$ cat config.mk
export PLATFORM = sky130hd
export DESIGN_NAME = ecg_group_router
export DESIGN_NICKNAME = d
export VERILOG_FILES = /design/src/rtl/ecg_route_pkg.sv /design/src/rtl/ecg_cfg_regs.sv /design/src/rtl/ecg_mode_ctrl.sv /design/src/rtl/ecg_lane_issue.sv /design/src/rtl/ecg_out_build.sv /design/src/rtl/ecg_group_router.sv
export SDC_FILE = /design/constraint.sdc
export NUM_CORES = 1
export LEC_CHECK = 0
export BUFFER_PORTS_ARGS = -buffer_cell sky130_fd_sc_hd__buf_2
export CAP_MARGIN = 30
export CORE_MARGIN = 8
export CORE_UTILIZATION = 29
export DETAILED_ROUTE_END_ITERATION = 12
export PLACE_DENSITY = 0.5
export SLEW_MARGIN = 20
export SYNTH_ARGS = -nofsm -noshare
export SYNTH_HDL_FRONTEND = slang
export SYNTH_SLANG_ARGS = --single-unit
$ cat constraint.sdc
create_clock -name clk -period 3.1 [get_ports clk]
set_input_delay 0.155 -clock clk [delete_from_list [all_inputs] [get_ports clk]]
set_output_delay 0.155 -clock clk [all_outputs]
set_load 0.02 [all_outputs]
$ cat src/rtl/ecg_route_pkg.sv
// Shared types and constants for the echo canceller group router.
// Assumes: mode encodings are internal; only register bit positions are visible
// to software.
package ecg_route_pkg;

    typedef enum logic [1:0] {
        MODE_PAR = 2'd0,
        MODE_B2B = 2'd1,
        MODE_EXT = 2'd2
    } grp_mode_e;

    // primary register: extended-tail select (A engine only)
    localparam int CTL_EXT_BIT  = 0;
    // primary register: bidirectional pair request (both engines)
    localparam int CTL_PAIR_BIT = 1;
    // auxiliary register: DC stage bypass
    localparam int AUX_BYP_BIT  = 0;

    // Extended wins over the pair request; pair needs both halves.
    function automatic grp_mode_e decode_mode(input logic ext, input logic pair_a,
                                              input logic pair_b);
        if (ext)
            return MODE_EXT;
        if (pair_a && pair_b)
            return MODE_B2B;
        return MODE_PAR;
    endfunction

endpackage

$ cat src/rtl/ecg_cfg_regs.sv
// Register file: one primary and one auxiliary register per engine.
// Assumes: engine number LSB selects B; writes land on the clock edge;
// reads are combinational from the stored values.
module ecg_cfg_regs
    import ecg_route_pkg::*;
#(
    parameter int NG = 16,
    parameter int DW = 8,
    parameter int AW = $clog2(2 * NG)
) (
    input  logic          clk,
    input  logic          rst_n,
    input  logic          cfg_wr,
    input  logic          cfg_page,
    input  logic [AW-1:0] cfg_addr,
    input  logic [DW-1:0] cfg_wdata,
    output logic [DW-1:0] cfg_rdata,
    output logic [NG-1:0] ext_req,
    output logic [NG-1:0] pair_a,
    output logic [NG-1:0] pair_b,
    output logic [2*NG-1:0] byp
);

    localparam int NE = 2 * NG;
    localparam logic [DW-1:0] B_MASK = ~(DW'(1) << CTL_EXT_BIT);

    logic [DW-1:0] ctl_q [NE];
    logic [DW-1:0] aux_q [NE];

    // Store writes; the extended bit of a B engine is never kept.
    always_ff @(posedge clk) begin
        if (!rst_n) begin
            for (int e = 0; e < NE; e++) begin
                ctl_q[e] <= '0;
                aux_q[e] <= '0;
            end
        end else if (cfg_wr) begin
            if (!cfg_page)
                ctl_q[cfg_addr] <= cfg_addr[0] ? (cfg_wdata & B_MASK) : cfg_wdata;
            else
                aux_q[cfg_addr] <= cfg_wdata;
        end
    end

    // Read mux for the addressed register.
    always_comb begin
        cfg_rdata = cfg_page ? aux_q[cfg_addr] : ctl_q[cfg_addr];
    end

    // Fan out the decode-relevant bits per group and per engine.
    for (genvar g = 0; g < NG; g++) begin : g_grp
        assign ext_req[g]   = ctl_q[2*g][CTL_EXT_BIT];
        assign pair_a[g]    = ctl_q[2*g][CTL_PAIR_BIT];
        assign pair_b[g]    = ctl_q[2*g+1][CTL_PAIR_BIT];
        assign byp[2*g]     = aux_q[2*g][AUX_BYP_BIT];
        assign byp[2*g+1]   = aux_q[2*g+1][AUX_BYP_BIT];
    end

endmodule

$ cat src/rtl/ecg_mode_ctrl.sv
// Per-group mode decode with frame-boundary application.
// Assumes: frame_sync is a single-cycle pulse; a slot presented with the pulse
// belongs to the new frame and sees the new mode.
module ecg_mode_ctrl
    import ecg_route_pkg::*;
#(
    parameter int NG = 16
) (
    input  logic               clk,
    input  logic               rst_n,
    input  logic               frame_sync,
    input  logic [NG-1:0]      ext_req,
    input  logic [NG-1:0]      pair_a,
    input  logic [NG-1:0]      pair_b,
    output logic [NG-1:0]      cfg_err,
    output logic [NG-1:0][1:0] act_mode,
    output logic [NG-1:0][1:0] eff_mode
);

    logic [NG-1:0][1:0] pend_mode;

    for (genvar g = 0; g < NG; g++) begin : g_dec
        // Staged mode and conflict flag from the current register contents.
        assign pend_mode[g] = decode_mode(ext_req[g], pair_a[g], pair_b[g]);
        assign cfg_err[g]   = ext_req[g] & pair_a[g] & pair_b[g];

        // Active mode only moves on a frame boundary.
        always_ff @(posedge clk) begin
            if (!rst_n)
                act_mode[g] <= MODE_PAR;
            else if (frame_sync)
                act_mode[g] <= pend_mode[g];
        end

        // Mode seen by a slot arriving this cycle.
        assign eff_mode[g] = frame_sync ? pend_mode[g] : act_mode[g];
    end

endmodule

$ cat src/rtl/ecg_lane_issue.sv
// Stage 1: turns an incoming slot into engine lane requests.
// Assumes: slot 2g maps to engine A of group g, slot 2g+1 to engine B.
module ecg_lane_issue
    import ecg_route_pkg::*;
#(
    parameter int NG = 16,
    parameter int SW = 16,
    parameter int AW = $clog2(2 * NG),
    parameter int GW = $clog2(NG)
) (
    input  logic               clk,
    input  logic               rst_n,
    input  logic               ts_valid,
    input  logic [AW-1:0]      ts_idx,
    input  logic [SW-1:0]      p1_in,
    input  logic [SW-1:0]      p2_in,
    input  logic [NG-1:0][1:0] eff_mode,
    input  logic [2*NG-1:0]    byp,
    output logic               lane_a_vld,
    output logic [GW-1:0]      lane_a_grp,
    output logic [SW-1:0]      lane_a_rin,
    output logic [SW-1:0]      lane_a_sin,
    output logic               lane_a_long,
    output logic               lane_a_byp,
    output logic               lane_b_vld,
    output logic [GW-1:0]      lane_b_grp,
    output logic [SW-1:0]      lane_b_rin,
    output logic [SW-1:0]      lane_b_sin,
    output logic               lane_b_long,
    output logic               lane_b_casc,
    output logic               lane_b_byp,
    output logic               s1_vld,
    output logic [AW-1:0]      s1_idx,
    output logic [1:0]         s1_mode,
    output logic [SW-1:0]      s1_p1
);

    logic [GW-1:0] grp;
    logic          odd;
    logic [1:0]    mode;
    logic          use_a;
    logic          use_b;
    logic          swap_b;
    logic          is_ext;

    // Decide which lanes a slot occupies and how lane B is fed.
    always_comb begin
        grp    = ts_idx[AW-1:1];
        odd    = ts_idx[0];
        mode   = eff_mode[grp];
        is_ext = (mode == MODE_EXT);
        swap_b = (mode == MODE_B2B);
        use_a  = ts_valid & ~odd;
        use_b  = ts_valid & (odd ? (mode == MODE_PAR) : (mode != MODE_PAR));
    end

    // Register the lane A request.
    always_ff @(posedge clk) begin
        if (!rst_n) begin
            lane_a_vld  <= 1'b0;
            lane_a_grp  <= '0;
            lane_a_rin  <= '0;
            lane_a_sin  <= '0;
            lane_a_long <= 1'b0;
            lane_a_byp  <= 1'b0;
        end else begin
            lane_a_vld  <= use_a;
            lane_a_grp  <= use_a ? grp : '0;
            lane_a_rin  <= use_a ? p1_in : '0;
            lane_a_sin  <= use_a ? p2_in : '0;
            lane_a_long <= use_a & is_ext;
            lane_a_byp  <= use_a & byp[{grp, 1'b0}];
        end
    end

    // Register the lane B request; reverse direction in back-to-back.
    always_ff @(posedge clk) begin
        if (!rst_n) begin
            lane_b_vld  <= 1'b0;
            lane_b_grp  <= '0;
            lane_b_rin  <= '0;
            lane_b_sin  <= '0;
            lane_b_long <= 1'b0;
            lane_b_casc <= 1'b0;
            lane_b_byp  <= 1'b0;
        end else begin
            lane_b_vld  <= use_b;
            lane_b_grp  <= use_b ? grp : '0;
            lane_b_rin  <= !use_b ? '0 : (swap_b ? p2_in : p1_in);
            lane_b_sin  <= !use_b ? '0 : (swap_b ? p1_in : p2_in);
            lane_b_long <= use_b & is_ext;
            lane_b_casc <= use_b & is_ext;
            lane_b_byp  <= use_b & byp[{grp, 1'b1}];
        end
    end

    // Carry slot context toward output assembly.
    always_ff @(posedge clk) begin
        if (!rst_n) begin
            s1_vld  <= 1'b0;
            s1_idx  <= '0;
            s1_mode <= MODE_PAR;
            s1_p1   <= '0;
        end else begin
            s1_vld  <= ts_valid;
            s1_idx  <= ts_idx;
            s1_mode <= mode;
            s1_p1   <= p1_in;
        end
    end

endmodule

$ cat src/rtl/ecg_out_build.sv
// Stages 2 and 3: waits for engine results and assembles the outgoing slot.
// Assumes: engines return lane results exactly one cycle after the request.
module ecg_out_build
    import ecg_route_pkg::*;
#(
    parameter int SW = 16,
    parameter int AW = 5
) (
    input  logic          clk,
    input  logic          rst_n,
    input  logic          s1_vld,
    input  logic [AW-1:0] s1_idx,
    input  logic [1:0]    s1_mode,
    input  logic [SW-1:0] s1_p1,
    input  logic [SW-1:0] lane_a_res,
    input  logic [SW-1:0] lane_b_res,
    output logic          out_vld,
    output logic [AW-1:0] out_idx,
    output logic [SW-1:0] p1_out,
    output logic [SW-1:0] p2_out
);

    logic          s2_vld;
    logic [AW-1:0] s2_idx;
    logic [1:0]    s2_mode;
    logic [SW-1:0] s2_p1;
    logic [SW-1:0] p1_nxt;
    logic [SW-1:0] p2_nxt;

    // Align slot context with the engine result cycle.
    always_ff @(posedge clk) begin
        if (!rst_n) begin
            s2_vld  <= 1'b0;
            s2_idx  <= '0;
            s2_mode <= MODE_PAR;
            s2_p1   <= '0;
        end else begin
            s2_vld  <= s1_vld;
            s2_idx  <= s1_idx;
            s2_mode <= s1_mode;
            s2_p1   <= s1_p1;
        end
    end

    // Pick the outgoing samples by mode and slot parity.
    always_comb begin
        p1_nxt = '0;
        p2_nxt = '0;
        if (s2_vld) begin
            unique case (s2_mode)
                MODE_B2B: begin
                    if (!s2_idx[0]) begin
                        p1_nxt = lane_b_res;
                        p2_nxt = lane_a_res;
                    end
                end
                MODE_EXT: begin
                    if (!s2_idx[0]) begin
                        p1_nxt = s2_p1;
                        p2_nxt = lane_b_res;
                    end
                end
                default: begin
                    p1_nxt = s2_p1;
                    p2_nxt = s2_idx[0] ? lane_b_res : lane_a_res;
                end
            endcase
        end
    end

    // Register the outgoing slot.
    always_ff @(posedge clk) begin
        if (!rst_n) begin
            out_vld <= 1'b0;
            out_idx <= '0;
            p1_out  <= '0;
            p2_out  <= '0;
        end else begin
            out_vld <= s2_vld;
            out_idx <= s2_vld ? s2_idx : '0;
            p1_out  <= p1_nxt;
            p2_out  <= p2_nxt;
        end
    end

endmodule

$ cat src/rtl/ecg_group_router.sv
// Top: configuration, mode control, lane issue and output assembly for all
// canceller groups. Assumes NG is a power of two and at least 2.
module ecg_group_router
    import ecg_route_pkg::*;
#(
    parameter int NG = 16,
    parameter int SW = 16,
    parameter int DW = 8,
    localparam int AW = $clog2(2 * NG),
    localparam int GW = $clog2(NG)
) (
    input  logic          clk,
    input  logic          rst_n,
    input  logic          cfg_wr,
    input  logic          cfg_page,
    input  logic [AW-1:0] cfg_addr,
    input  logic [DW-1:0] cfg_wdata,
    output logic [DW-1:0] cfg_rdata,
    output logic [NG-1:0] cfg_err,
    input  logic          frame_sync,
    input  logic          ts_valid,
    input  logic [AW-1:0] ts_idx,
    input  logic [SW-1:0] p1_in,
    input  logic [SW-1:0] p2_in,
    output logic          lane_a_vld,
    output logic [GW-1:0] lane_a_grp,
    output logic [SW-1:0] lane_a_rin,
    output logic [SW-1:0] lane_a_sin,
    output logic          lane_a_long,
    output logic          lane_a_byp,
    output logic          lane_b_vld,
    output logic [GW-1:0] lane_b_grp,
    output logic [SW-1:0] lane_b_rin,
    output logic [SW-1:0] lane_b_sin,
    output logic          lane_b_long,
    output logic          lane_b_casc,
    output logic          lane_b_byp,
    input  logic [SW-1:0] lane_a_res,
    input  logic [SW-1:0] lane_b_res,
    output logic          out_vld,
    output logic [AW-1:0] out_idx,
    output logic [SW-1:0] p1_out,
    output logic [SW-1:0] p2_out
);

    logic [NG-1:0]      ext_req;
    logic [NG-1:0]      pair_a;
    logic [NG-1:0]      pair_b;
    logic [2*NG-1:0]    byp;
    logic [NG-1:0][1:0] act_mode;
    logic [NG-1:0][1:0] eff_mode;
    logic               s1_vld;
    logic [AW-1:0]      s1_idx;
    logic [1:0]         s1_mode;
    logic [SW-1:0]      s1_p1;

    ecg_cfg_regs #(.NG(NG), .DW(DW), .AW(AW)) u_regs (
        .clk       (clk),
        .rst_n     (rst_n),
        .cfg_wr    (cfg_wr),
        .cfg_page  (cfg_page),
        .cfg_addr  (cfg_addr),
        .cfg_wdata (cfg_wdata),
        .cfg_rdata (cfg_rdata),
        .ext_req   (ext_req),
        .pair_a    (pair_a),
        .pair_b    (pair_b),
        .byp       (byp)
    );

    ecg_mode_ctrl #(.NG(NG)) u_mode (
        .clk        (clk),
        .rst_n      (rst_n),
        .frame_sync (frame_sync),
        .ext_req    (ext_req),
        .pair_a     (pair_a),
        .pair_b     (pair_b),
        .cfg_err    (cfg_err),
        .act_mode   (act_mode),
        .eff_mode   (eff_mode)
    );

    ecg_lane_issue #(.NG(NG), .SW(SW), .AW(AW), .GW(GW)) u_issue (
        .clk         (clk),
        .rst_n       (rst_n),
        .ts_valid    (ts_valid),
        .ts_idx      (ts_idx),
        .p1_in       (p1_in),
        .p2_in       (p2_in),
        .eff_mode    (eff_mode),
        .byp         (byp),
        .lane_a_vld  (lane_a_vld),
        .lane_a_grp  (lane_a_grp),
        .lane_a_rin  (lane_a_rin),
        .lane_a_sin  (lane_a_sin),
        .lane_a_long (lane_a_long),
        .lane_a_byp  (lane_a_byp),
        .lane_b_vld  (lane_b_vld),
        .lane_b_grp  (lane_b_grp),
        .lane_b_rin  (lane_b_rin),
        .lane_b_sin  (lane_b_sin),
        .lane_b_long (lane_b_long),
        .lane_b_casc (lane_b_casc),
        .lane_b_byp  (lane_b_byp),
        .s1_vld      (s1_vld),
        .s1_idx      (s1_idx),
        .s1_mode     (s1_mode),
        .s1_p1       (s1_p1)
    );

    ecg_out_build #(.SW(SW), .AW(AW)) u_out (
        .clk        (clk),
        .rst_n      (rst_n),
        .s1_vld     (s1_vld),
        .s1_idx     (s1_idx),
        .s1_mode    (s1_mode),
        .s1_p1      (s1_p1),
        .lane_a_res (lane_a_res),
        .lane_b_res (lane_b_res),
        .out_vld    (out_vld),
        .out_idx    (out_idx),
        .p1_out     (p1_out),
        .p2_out     (p2_out)
    );

endmodule

==> results by group <==
Outcome
  – Run status: finished, final reports clean

STA
  – Fin crit share: between 90 and 100%
  – RSZ-0062 raised after global routing: false
  – Relative slew slack: 46.3%
  – Maximum clock frequency: 330 MHz
  – Setup Skew: between 0.02 and 0.025 ns
  – Setup TNS: 0 ns
  – Slew Limit Fails: 0
  – Final setup viols: 0
  – Fin. Hold Viols: 0
  – Worst-Margin Slew: between 0.8 and 0.9 ns
  – Fin crit period: between 3 and 4 ns

Layout
  – Multi-input gate area: between 10,000 and 15,000 um2
  – Register area: around 19,000 um2
  – Area delta synth->final: 22.3%
  – Fraction of layout cells with a size suffix above 1: around 25%
  – Nets: about 2,800
  – # fillers: between 10,000 and 15,000
  – Fin area: approximately 38,000 um2
  – Utilization after layout: between 30% and 40%

Yosys
  – Synth Flop Type: edfxtp_1
  – Number of distinct library cells after synthesis: 58
  – Post-synth EDFFs: 512
  – Post-Syn Instances: 2,309
  – Post-synthesis cell area: 31,000 um2
  – Post-synthesis sequential area ratio: about 62%
  – Synth warn: 0
  – Syn Area/Cell: roughly 13 um2
  – Asr flop ratio synth: 0%
  – Yosys reg bits: between 700 and 800

Critical path
  – FF-to-FF path depth: 6
  – Worst flop-to-flop path endpoint: u_issue.lane_b_grp[1]$_SDFF_PN0_
  – Worst Path Arrival: about 2.9 ns
  – Crit start category: register
  – Critical path origin: u_regs.ctl_q[27][1]$_SDFFCE_PN0P_
  – Worst R2R Start: u_regs.ctl_q[26][0]$_SDFFCE_PN0P_
  – CP Capture Type: primary output
  – R2R setup slack: 0.59 ns
  – CP required: about 2.9 ns
  – Crit path max fanout: 3
  – Crit Path Class: reg2out

Worst hold path
  – Worst Hold Class: in2reg
  – WHS Path Cells: 2
  – Hold Path Sink: u_regs.aux_q[13][3]$_SDFFCE_PN0P_
  – Hold_sp: cfg_wdata[3]

Floorplan
  – Row cnt: 120
  – Die width: ~340 um
  – Die H: roughly 340 um
  – I/O pins: ~230
  – Initial Util: just under 30%
  – Die area: between 100,000 and 150,000 um2
  – Core area: 106,000 um2

Clocking
  – CTS tree: done
  – Clk slew on worst S/H paths: 0.06 ns
  – TritonCTS Buffers: 80
  – CTS HTree Levels: 3
  – Clk sinks: 708
  – Root Driver: clkbuf_16
  – Clk_lat worst skew: 0.64 ns
  – CTS Buffer Depth: 3

Global route
  – Grt ovf: 0
  – Initial antenna violation count: 8
  – First-pass GRT wire length: ~150 mm
  – Vias in the first global route: 21,325
  – Largest net degree at the start of global routing: about 120
  – Tot GR Track Use: roughly 16%

Placement
  – DP Wirelength: 68.2 mm
  – Placed instance area: approximately 35,000 um2
  – RD Place Congestion: approximately 0.88
  – Port Buffers: around 230

Routing
  – DRC viols: 0
  – DR WL/cell: around 24 um
  – Detailed Route WL: between 90 and 100 mm
  – Via-to-Cell Ratio: 4.99
  – Iter 0 DRT Violations: about 1,700
  – DRT Pass-1 Iters: 5
  – Antenna viol nets, final: 0
  – Routed vias: approximately 21,000

Pwr
  – Worst IR drop on VDD: between 0.0003 and 0.0004 V
  – Pwr per Cell Area: roughly 580 nW/um2
  – Leakage: 0.0144 uW

Run
  – Max Cap Viol: 0
==> how the worst max path moves through the flow <==
stage                                                    to  slack (ns)  cells after the start
after floorplan           u_regs.ctl_q[11][0]$_SDFFCE_PN0P_        0.73                      6
after global placement                         cfg_rdata[5]        0.07                     10
after detailed placement                       cfg_rdata[5]        0.13                     10
after CTS                                      cfg_rdata[1]      -0.009                      6
after global routing                           cfg_rdata[1]        0.01                      6
final                                          cfg_rdata[1]        0.07                      6
==> timing repair <==
action	4_1_cts	5_1_grt
hold buffers	81	0
resized for setup	3	1
endpoints found under the hold margin	121	0
setup endpoints to repair	2	2
buffers inserted	0	2
==> cells in the mapped netlist, drive strengths merged, types with 39 or more instances <==
master / instances / area, um2
a22oi: 64 / 480
and2: 428 / 2680
and3: 143 / 895
buf: 62 / 320
clkbuf: 148 / 556
dfxtp: 196 / 3920
edfxtp: 512 / 15400
inv: 39 / 146
mux4: 144 / 3240
nand2: 72 / 270
nand4: 41 / 257
nor2: 148 / 558
o21ai: 63 / 315
==> stage by stage <==
step | cells | hold WS [ns] | power, uW | worst slack (ns)
6_report | 4146 | 0.0580 | 21900 | 0.0729
5_1_grt | 4144 | 0.0465 | 22600 | 0.0127
4_1_cts | 4138 | 0.00966 | 22100 | -0.00945
3_5_place_dp | 3912 | 0.397 | 13000 | 0.131
3_3_place_gp | 3908 | 0.400 | 13000 | 0.0750
2_1_floorplan | 2324 | 0.277 | 12100 | 0.732
==> sequential cells by signal (all words and copies together) (netlist names), 4 cells and up <==
name,cells
u_issue.lane_a_grp,4
u_issue.lane_b_rin,16
u_regs.aux_q,256
u_out.p1_out,16
u_issue.lane_b_sin,16
u_issue.s1_idx,5
u_regs.ctl_q,256
u_out.s2_idx,5
u_issue.lane_a_sin,16
u_issue.lane_b_grp,4
u_issue.lane_a_rin,16
u_out.out_idx,5
u_issue.s1_p1,16
u_out.p2_out,16
u_mode.act_mode,32
u_out.s2_p1,16
==> placed cells by master (no fill, tap or decap), types with 10 or more instances in the layout <==
| cell type | Yosys | layout |
|---|---|---|
| nor3_1 | 13 | 11 |
| nor2b_1 | 32 | 32 |
| a22oi_1 | 64 | 64 |
| and3_1 | 143 | 143 |
| nand2b_1 | 22 | 22 |
| clkbuf_1 | 148 | 16 |
| nor2_1 | 147 | 145 |
| mux2_2 | 14 | 14 |
| dlygate4sd3_1 | 0 | 81 |
| a21boi_0 | 10 | 10 |
| nand2_1 | 72 | 72 |
| buf_2 | 40 | 226 |
| clkbuf_16 | 0 | 82 |
| clkinv_2 | 0 | 22 |
| o221ai_1 | 32 | 32 |
| edfxtp_1 | 512 | 512 |
| buf_12 | 0 | 16 |
| clkinv_1 | 0 | 12 |
| inv_1 | 39 | 39 |
| conb_1 | 1 | 16 |
| nand4b_1 | 10 | 10 |
| and2_1 | 426 | 428 |
| nand4_1 | 41 | 41 |
| mux4_2 | 144 | 144 |
| nand3_1 | 11 | 11 |
| o21ai_0 | 61 | 61 |
| dfxtp_1 | 196 | 196 |
| a21oi_1 | 18 | 18 |
| buf_4 | 4 | 153 |
| mux2i_1 | 28 | 27 |
==> report_power, final <==
group / internal [uW] / total (uW) / switching (uW)
combinational: 852 / 2120 / 1270
clock: 5070 / 8980 / 3920
sequential: 10600 / 10800 / 198
==> cell families after synthesis <==
group / after synthesis / share of synthesized area, %
AOI/OAI and AO/OA: 227 / 5.11
adders and majority gates: 2 / 0.0808
buffers and inverters: 249 / 3.30
DFF: 708 / 62.3
muxes: 190 / 12.1
other: 1 / 0.0121
and+or+nand+nor: 932 / 17.1
==> critical path, cell delays in order, from the launching register on <==
cell      delay, ns
edfxtp_1       0.42
mux4_2         0.53
mux4_2         0.52
mux2i_4        0.22
buf_4          0.16
a21oi_1        0.15
buf_2          0.22
==> final cells by class <==
class	count	share of cell area [%]
antenna	5	0.0330
clock buffer	103	5.76
clock inverter	42	0.740
inverter	39	0.387
multi-input combinational	1367	28.4
sequential	708	51.0
tap	1403	4.64
timing repair buffer	479	9.11
==> routing by layer <==
metal  part of all wire [%]  track usage (%)  up-vias
li1                       -                -     9204
met3                    6.2             2.73      175
met5                  0.013                0        -
met4                    2.8             5.21        2
met2                     49             27.8      793
met1                     42             21.4    10529
Power figures use the tool's default switching activity.
